**src/rtl/binlog_pkg.sv**
```systemverilog
package binlog_pkg;

  // Lowest bit position that still gets a nonzero exponent code.
  function automatic int norm_floor(input int data_w, input int exp_w);
    return data_w - ((1 << exp_w) - 1);
  endfunction

  // Width of a shift amount able to hold values up to max_shift.
  function automatic int shift_bits(input int max_shift);
    return (max_shift < 2) ? 1 : $clog2(max_shift + 1);
  endfunction

endpackage

```
**src/rtl/binlog_lead_detect.sv**
```systemverilog
module binlog_lead_detect #(
  parameter int DATA_W  = 32,
  parameter int MIN_POS = 17,
  parameter int POS_W   = $clog2(DATA_W),
  localparam int BAND   = DATA_W - MIN_POS
) (
  input  logic [DATA_W-1:0] word,
  output logic              found,
  output logic [POS_W-1:0]  pos,
  output logic [BAND-1:0]   first
);

  // above[k]: some bit at position MIN_POS+k or higher is set
  logic [BAND:0] above;
  assign above[BAND] = 1'b0;

  for (genvar k = 0; k < BAND; k++) begin : g_band
    assign above[k] = above[k+1] | word[MIN_POS+k];
    assign first[k] = word[MIN_POS+k] & ~above[k+1];
  end

  assign found = above[0];

  // Encode the one-hot leading position; default is the band floor,
  // which is what the subnormal path shifts against.
  always_comb begin
    pos = POS_W'(MIN_POS);
    for (int k = 0; k < BAND; k++) begin
      if (first[k]) pos = POS_W'(MIN_POS + k);
    end
  end

endmodule

```
**src/rtl/binlog_shifter.sv**
```systemverilog
module binlog_shifter #(
  parameter int W     = 32,
  parameter int SH_W  = 4,
  parameter int OUT_W = 28
) (
  input  logic [W-1:0]     din,
  input  logic [SH_W-1:0]  amt,
  output logic [OUT_W-1:0] dout
);

  logic [W-1:0] stage [SH_W+1];
  assign stage[0] = din;

  for (genvar i = 0; i < SH_W; i++) begin : g_stage
    assign stage[i+1] = amt[i] ? (stage[i] << (2**i)) : stage[i];
  end

  assign dout = stage[SH_W][W-1 -: OUT_W];

endmodule

```
**src/rtl/binlog_enc.sv**
```systemverilog
module binlog_enc #(
  parameter int DATA_W = 32,
  parameter int EXP_W  = 4
) (
  input  logic              clk,
  input  logic              rst,
  input  logic              in_valid,
  input  logic [DATA_W-1:0] in_data,
  output logic              out_valid,
  output logic [DATA_W-1:0] out_code
);
  import binlog_pkg::*;

  localparam int FRAC_W  = DATA_W - EXP_W;
  localparam int MIN_POS = norm_floor(DATA_W, EXP_W);
  localparam int BAND    = DATA_W - MIN_POS;
  localparam int POS_W   = $clog2(DATA_W);
  localparam int SH_W    = shift_bits(DATA_W - MIN_POS);

  // Stage 0: leading-one search and shift amount
  logic              lead_found;
  logic [POS_W-1:0]  lead_pos;
  logic [BAND-1:0]   lead_first;
  logic [EXP_W-1:0]  exp_s0;
  logic [SH_W-1:0]   sh_s0;

  binlog_lead_detect #(
    .DATA_W (DATA_W),
    .MIN_POS(MIN_POS),
    .POS_W  (POS_W)
  ) u_lead (
    .word (in_data),
    .found(lead_found),
    .pos  (lead_pos),
    .first(lead_first)
  );

  always_comb begin
    exp_s0 = lead_found ? EXP_W'(int'(lead_pos) - MIN_POS + 1) : '0;
    sh_s0  = SH_W'(DATA_W - int'(lead_pos));
  end

  // Stage 1 registers
  logic              s1_valid;
  logic [DATA_W-1:0] s1_data;
  logic [EXP_W-1:0]  s1_exp;
  logic [SH_W-1:0]   s1_sh;

  always_ff @(posedge clk) begin
    if (rst) s1_valid <= 1'b0;
    else     s1_valid <= in_valid;
  end

  always_ff @(posedge clk) begin
    s1_data <= in_data;
    s1_exp  <= exp_s0;
    s1_sh   <= sh_s0;
  end

  // Stage 1 -> 2: one shifter serves normal and subnormal words
  logic [FRAC_W-1:0] frac_s1;

  binlog_shifter #(
    .W    (DATA_W),
    .SH_W (SH_W),
    .OUT_W(FRAC_W)
  ) u_shift (
    .din (s1_data),
    .amt (s1_sh),
    .dout(frac_s1)
  );

  always_ff @(posedge clk) begin
    if (rst) out_valid <= 1'b0;
    else     out_valid <= s1_valid;
  end

  always_ff @(posedge clk) begin
    out_code <= {s1_exp, frac_s1};
  end

endmodule


```
**config.mk**
```make
export PLATFORM = sky130hd
export DESIGN_NAME = binlog_enc
export DESIGN_NICKNAME = d
export VERILOG_FILES = /design/src/rtl/binlog_pkg.sv /design/src/rtl/binlog_lead_detect.sv /design/src/rtl/binlog_shifter.sv /design/src/rtl/binlog_enc.sv
export SDC_FILE = /design/constraint.sdc
export NUM_CORES = 1
export LEC_CHECK = 0
export BUFFER_PORTS_ARGS = -buffer_cell sky130_fd_sc_hd__clkbuf_2
export CAP_MARGIN = 20
export CORE_MARGIN = 1
export CORE_UTILIZATION = 31
export CTS_CLUSTER_DIAMETER = 200
export DETAILED_ROUTE_END_ITERATION = 6
export PLACE_DENSITY = 0.53
export SKIP_CTS_REPAIR_TIMING = 1
export SLEW_MARGIN = 20
export SYNTH_ARGS = -nofsm -noshare
export SYNTH_HDL_FRONTEND = slang
export SYNTH_SLANG_ARGS = --single-unit
```
**constraint.sdc**
```tcl
create_clock -name clk -period 4 [get_ports clk]
set_input_delay 0 -clock clk [delete_from_list [all_inputs] [get_ports clk]]
set_output_delay 0 -clock clk [all_outputs]
set_load 0.05 [all_outputs]
```
==> results of run 1 <==
-- cells by family (layout without fill, tap and decap cells) --
group                  after synthesis  count (layout)
AND/OR/NAND/NOR                     60              60
flip-flops                          74              74
buffers and inverters               25             128
multiplexers                        58              58
AO/OA/AOI/OAI                       48              48
-- through the flow --
stage          total power, mW  setup WS, ns  utilization (%)  cell area (µm²)  hold WS, ns
6_report                 2.003         1.643            43.15             4063       0.2970
3_3_place_gp             1.307         1.702            36.94             3478       0.1044
5_1_grt                  2.098         1.511            43.15             4063       0.2891
3_5_place_dp             1.310         1.648            36.94             3478       0.1040
4_1_cts                  2.004         1.644            39.53             3722      -0.2635
2_1_floorplan            1.203         2.354                -             3070      0.02772
-- cell usage after synthesis (4+ instances only) --
cell,n,share of area (%)
a21oi_1,21,3.4
mux4_2,10,7.3
o21ai_0,5,0.81
inv_1,6,0.73
buf_4,4,0.98
dfxtp_1,74,48
and2_1,6,1.2
clkbuf_1,4,0.49
mux4_1,8,6.8
nor2b_1,6,1.2
buf_2,4,0.65
nand2_1,15,1.8
a211oi_1,9,2.2
nor2_1,20,2.4
mux2i_1,37,12
-- cell usage in the layout (no fill, tap or decap), drive strengths merged, types with 4 or more instances in the layout --
master	Yosys	routed
mux2i	37	37
buf	14	4
a21oi	21	21
nand2	15	15
a211oi	9	9
clkbuf	4	79
nor2	21	21
mux4	18	18
dlygate4sd3	0	34
and2	6	6
dfxtp	74	74
nor2b	6	6
inv	7	7
o21ai	7	7
-- critical path, stage by stage (launching register included) --
cell and delay, ns:
dfxtp_1 0.81, buf_4 0.37, mux4_2 0.58, mux4_2 0.48
-- registers in the layout (all words and copies together), names as in the netlist --
name	count
out_code	32
s1_data	32
s1_exp	4
s1_sh	4
out_valid	1
s1_valid	1
-- routing by layer --
layer  vias to the layer above  global-route usage [%]  share of wire, %
li1                       1158                       -                 -
met4                         0                   5.686               1.4
met1                      1030                   17.92                49
met5                         -                       0                 0
met3                         7                   3.865               4.7
met2                        55                   18.35                45
-- power by group --
| part | switching [mW] | internal (mW) |
|---|---|---|
| Sequential | 0.0368 | 0.807 |
| Combinational | 0.305 | 0.167 |
| Clock | 0.255 | 0.433 |
| Total | 0.597 | 1.41 |
-- worst paths after layout --
kind | from | end | slack [ns] | cells after the start
max reg2reg | s1_sh[0] | out_code[26] | 1.64 | 3
min | in_data[12] | s1_data[12] | 0.30 | 2
min reg2reg | s1_exp[2] | out_code[30] | 0.33 | 0
max | s1_sh[0] | out_code[26] | 1.64 | 3
-- area by class of cell --
class,count,area (µm²),area share (%)
flip-flops and latches,74,1481,36.46
multi-input cells,166,1444,35.54
repair buffers,105,705.7,17.37
well taps,129,161.4,3.973
clock buffers,12,145.1,3.573
clock inverters,4,98.84,2.433
inverters,7,26.28,0.6468
==> impl_metrics.ini, run 1 <==
[worst_setup_path]
crit_arrival_ns = 2.57
worst-path-max-fanout = 18
worstSetupStartpointType = register
path_class = reg -> reg
cp-end-kind = register
crit_required_ns = 4.21

[yosys]
syn-instance-count = 265
synth_mux_area_share_pct = 27.34
synth_edf_count = 0
yosysWarnings = 0
synth-xor-area-share_pct = 0
ys_seq_elements = 74
async_flop_share_pct = 0
syn_nets = 300
syn_area_per_cell_um2 = 11.59
synth_compound_gate_area_share_pct = 9.698
synth.distinct_cells = 41
yosys.area_share.simple_pct = 9.984
synth_top_family_by_area = multiplexers
synth-adder-area-share_pct = 0
synth_area_um2 = 3070
ys_seq_area_share_pct = 48.25
synthFlopType = dfxtp_1

[sta]
rsz0062_at_grt = false
finalSetupTns_ns = 0
maxSlewHeadroom_pct = 49.35
hold_viol_final = 0
min_period_ns = 2.357
clock.fmax_ghz = 0.4243
maxSlewViolCount = 0
tightest_slew_ns = 0.7587
finalCritPeriodShare_pct = 58.92
skew_ns = 0.009064
setup_viol = 0

[drt]
num_vias = 2250
via_per_inst = 4.527
drtPass1Iterations = 4
route.detailed.drc = 0
ant_nets = 0
totalWireLength_um = 6560
wire_per_inst_um = 13.20
dr.first_iter.drc_count = 101

[global_routing]
grt_pass1_wl_um = 9977
grt_max_degree = 28
grtUsageTotal_pct = 12.88
gr-total-overflow = 0
grt_pass1_vias = 2035
antenna_found_initial = 0

[clock_network]
worstSkewPairLatency_ns = 0.34
ctsHtreeMaxLevel = 3
cts_tree = yes
clock-sinks = 74
numCtsBuffers = 9
clk_pin_slew_ns = 0.07
cts_buffer_depth = 2
root_buffer = clkbuf_8

[run_status]
status = completed

[worst_hold_path]
hold_class = in -> reg

[die]
dieArea_um2 = 10310
die_h_um = 101.5
start_util_pct = 32.61
io_pins = 68
coreArea_um2 = 9415
die_w_um = 101.5
rows = 35

[finish]
nets = 398
drive_gt1_share_pct = 28.80
syn_to_final_growth_pct = 32.31
n_fill_cell = 943
fin_cells = 497
antenna_cells = 0

[power_and_ir_drop]
leakagePower_nw = 1.772
power_density_nw_per_um2 = 493.1
peakVddDrop_mv = 0.2025

[placement]
routabilityCongestion = 0.8049
numPlacedInstances = 447
io_buffers = 67
dp_hpwl_um = 4944

[flow_run]
max_cap_viol_count = 0
Note: power is estimated with default switching activity, not from simulation.
==> inputs of run 2 (changes only) <==
- clock period: 4 -> 2.3 ns (I/O delays scaled with it)
==> run 2 against run 1 <==
  * Wire length increased by 3.9%
  * Power increased by 76%
  * Worst setup slack got worse by 1.3 ns
  * Utilization increased by 0.50 points
  * Sequential share of layout area decreased by 0.42 points
  * Combinational power increased by 79%
  * Register-to-register slack got worse by 1.3 ns
  * Flip-flop and latch count unchanged
  * Fmax increased by 22%
  * Clock skew decreased by 0.0023 ns
  * Critical path type unchanged
  * Critical endpoint unchanged
  * Largest power group unchanged
==> impl_metrics.ini, run 2 (synthesis results as in run 1) <==
[sta]
maxSlewHeadroom_pct = 55.58
skew_ns = 0.006737
rsz0062_at_grt = false
setup_slack_ns = 0.3663
setup_viol = 0
min_period_ns = 1.934
hold_viol_final = 0
finalCritPeriodShare_pct = 84.07
clock.fmax_ghz = 0.5171
tightest_slew_ns = 0.6654
maxSlewViolCount = 0
finalSetupTns_ns = 0

[finish]
fin_cells = 499
layout_common_cells = dfxtp_1 (74), clkbuf_2 (67), mux2i_1 (37)
nets = 400
layout_commonest_cell = dfxtp_1
final_cell_area_um2 = 4110
antenna_cells = 0
seqCellArea_um2 = 1481
drive_gt1_share_pct = 29.73
syn_to_final_growth_pct = 33.86
multiInputGateArea_um2 = 1444
reg_top3 = out_code x32, s1_data x32
n_fill_cell = 911

[drt]
ant_nets = 0
route.detailed.drc = 0
num_vias = 2324
via_per_inst = 4.657
dr.first_iter.drc_count = 111
totalWireLength_um = 6818
drtPass1Iterations = 5
wire_per_inst_um = 13.66

[clock_network]
clk_pin_slew_ns = 0.07
clock-sinks = 74
cts_tree = yes
numCtsBuffers = 9
ctsHtreeMaxLevel = 3
cts_buffer_depth = 2
worstSkewPairLatency_ns = 0.35
root_buffer = clkbuf_8

[worst_setup_path]
cp-end-kind = register
crit_required_ns = 2.53
crit_path_top_delay_cell = mux4_2
slowest_delay_ns = 0.57
worst-path-max-fanout = 15
crit_arrival_ns = 2.16
cpMostUsedCell = mux4_2
path_class = reg -> reg
worstPathCellList = buf_4, mux4_2, mux4_2
worstSetupStartpointType = register

[power_and_ir_drop]
peakVddDrop_mv = 0.2978
leakagePower_nw = 1.797
p_switching_mw = 1.056
pwr-share-comb_pct = 23.9
power_density_nw_per_um2 = 859.4
pwr-share-clk_pct = 34.9
p_seq_share_pct = 41.2
power.internal_mw = 2.476
p_sw_share_pct = 29.90

[placement]
placed_cell_area_um2 = 3518
routabilityCongestion = 0.8675
place_ws_ns = 0.3671
io_buffers = 67
numPlacedInstances = 449
dp_hpwl_um = 5028

[global_routing]
gr-total-overflow = 0
grt_pass1_wl_um = 10420
grt_max_degree = 40
grt_pass1_vias = 2059
antenna_found_initial = 0
grtUsageTotal_pct = 13.61

[die]
dieArea_um2 = 10310
coreArea_um2 = 9415
die_h_um = 101.5
start_util_pct = 32.61
die_w_um = 101.5
io_pins = 68
rows = 35

[flow_run]
max_cap_viol_count = 0

[worst_hold_path]
hold_class = in -> reg

[run_status]
status = completed
-- run 2: cell count changes in the layout (fill, tap and decap cells not counted) --
| cell | previous run | this run |
|---|---|---|
| clkinv_4 | 1 | 0 |
| clkinv_2 | 0 | 2 |
| clkbuf_8 | 10 | 11 |
| buf_12 | 0 | 2 |
| clkbuf_1 | 2 | 0 |
-- run 2: critical path, delay by kind of cell (launching register included) --
kind     cells  cell delay [ns]
flops        1             0.46
buf+inv      1             0.29
mux          2             1.05
-- run 2: layout make-up --
| class | count | share of cell area [%] |
|---|---|---|
| sequential | 74 | 36.04 |
| multi-input combinational | 166 | 35.13 |
| timing repair buffer | 107 | 18.14 |
| tap | 129 | 3.927 |
| clock buffer | 11 | 3.683 |
| clock inverter | 5 | 2.435 |
| inverter | 7 | 0.6393 |
-- run 2: metrics by stage --
stage	utilization (%)	power (mW)	hold slack (ns)
final	43.65	3.532	0.2855
after detailed placement	37.37	2.286	0.1039
after global routing	43.65	3.692	0.2811
after CTS	40.04	3.518	-0.2593
after floorplan	-	2.093	0.02772
after global placement	37.37	2.283	0.1043
-- run 2: worst paths after layout --
kind,startpoint,endpoint,slack (ns),depth (start not counted)
max,s1_sh[0],out_code[26],0.37,3
min,in_data[12],s1_data[12],0.29,2
max reg2reg,s1_sh[0],out_code[26],0.37,3
min reg2reg,s1_exp[1],out_code[29],0.33,0
-- run 2: power by group through the flow --
stage          clock network [mW]  logic [mW]  registers (mW)
3_5_place_dp                    0       0.799            1.49
6_report                     1.23       0.844            1.46
4_1_cts                      1.26       0.801            1.46
3_3_place_gp                    0       0.799            1.48
5_1_grt                      1.32       0.903            1.47
2_1_floorplan                   0       0.325            1.77
-- run 2: per-layer routing --
| layer | share of wire [%] | vias to the layer above | wire, µm | GRT usage [%] |
|---|---|---|---|---|
| met3 | 5.2 | 9 | 352 | 4.072 |
| met5 | 0 | - | 0 | 0 |
| li1 | - | 1162 | - | - |
| met4 | 1.7 | 0 | 116 | 6.355 |
| met2 | 44 | 67 | 2987 | 19.70 |
| met1 | 49 | 1086 | 3362 | 18.55 |
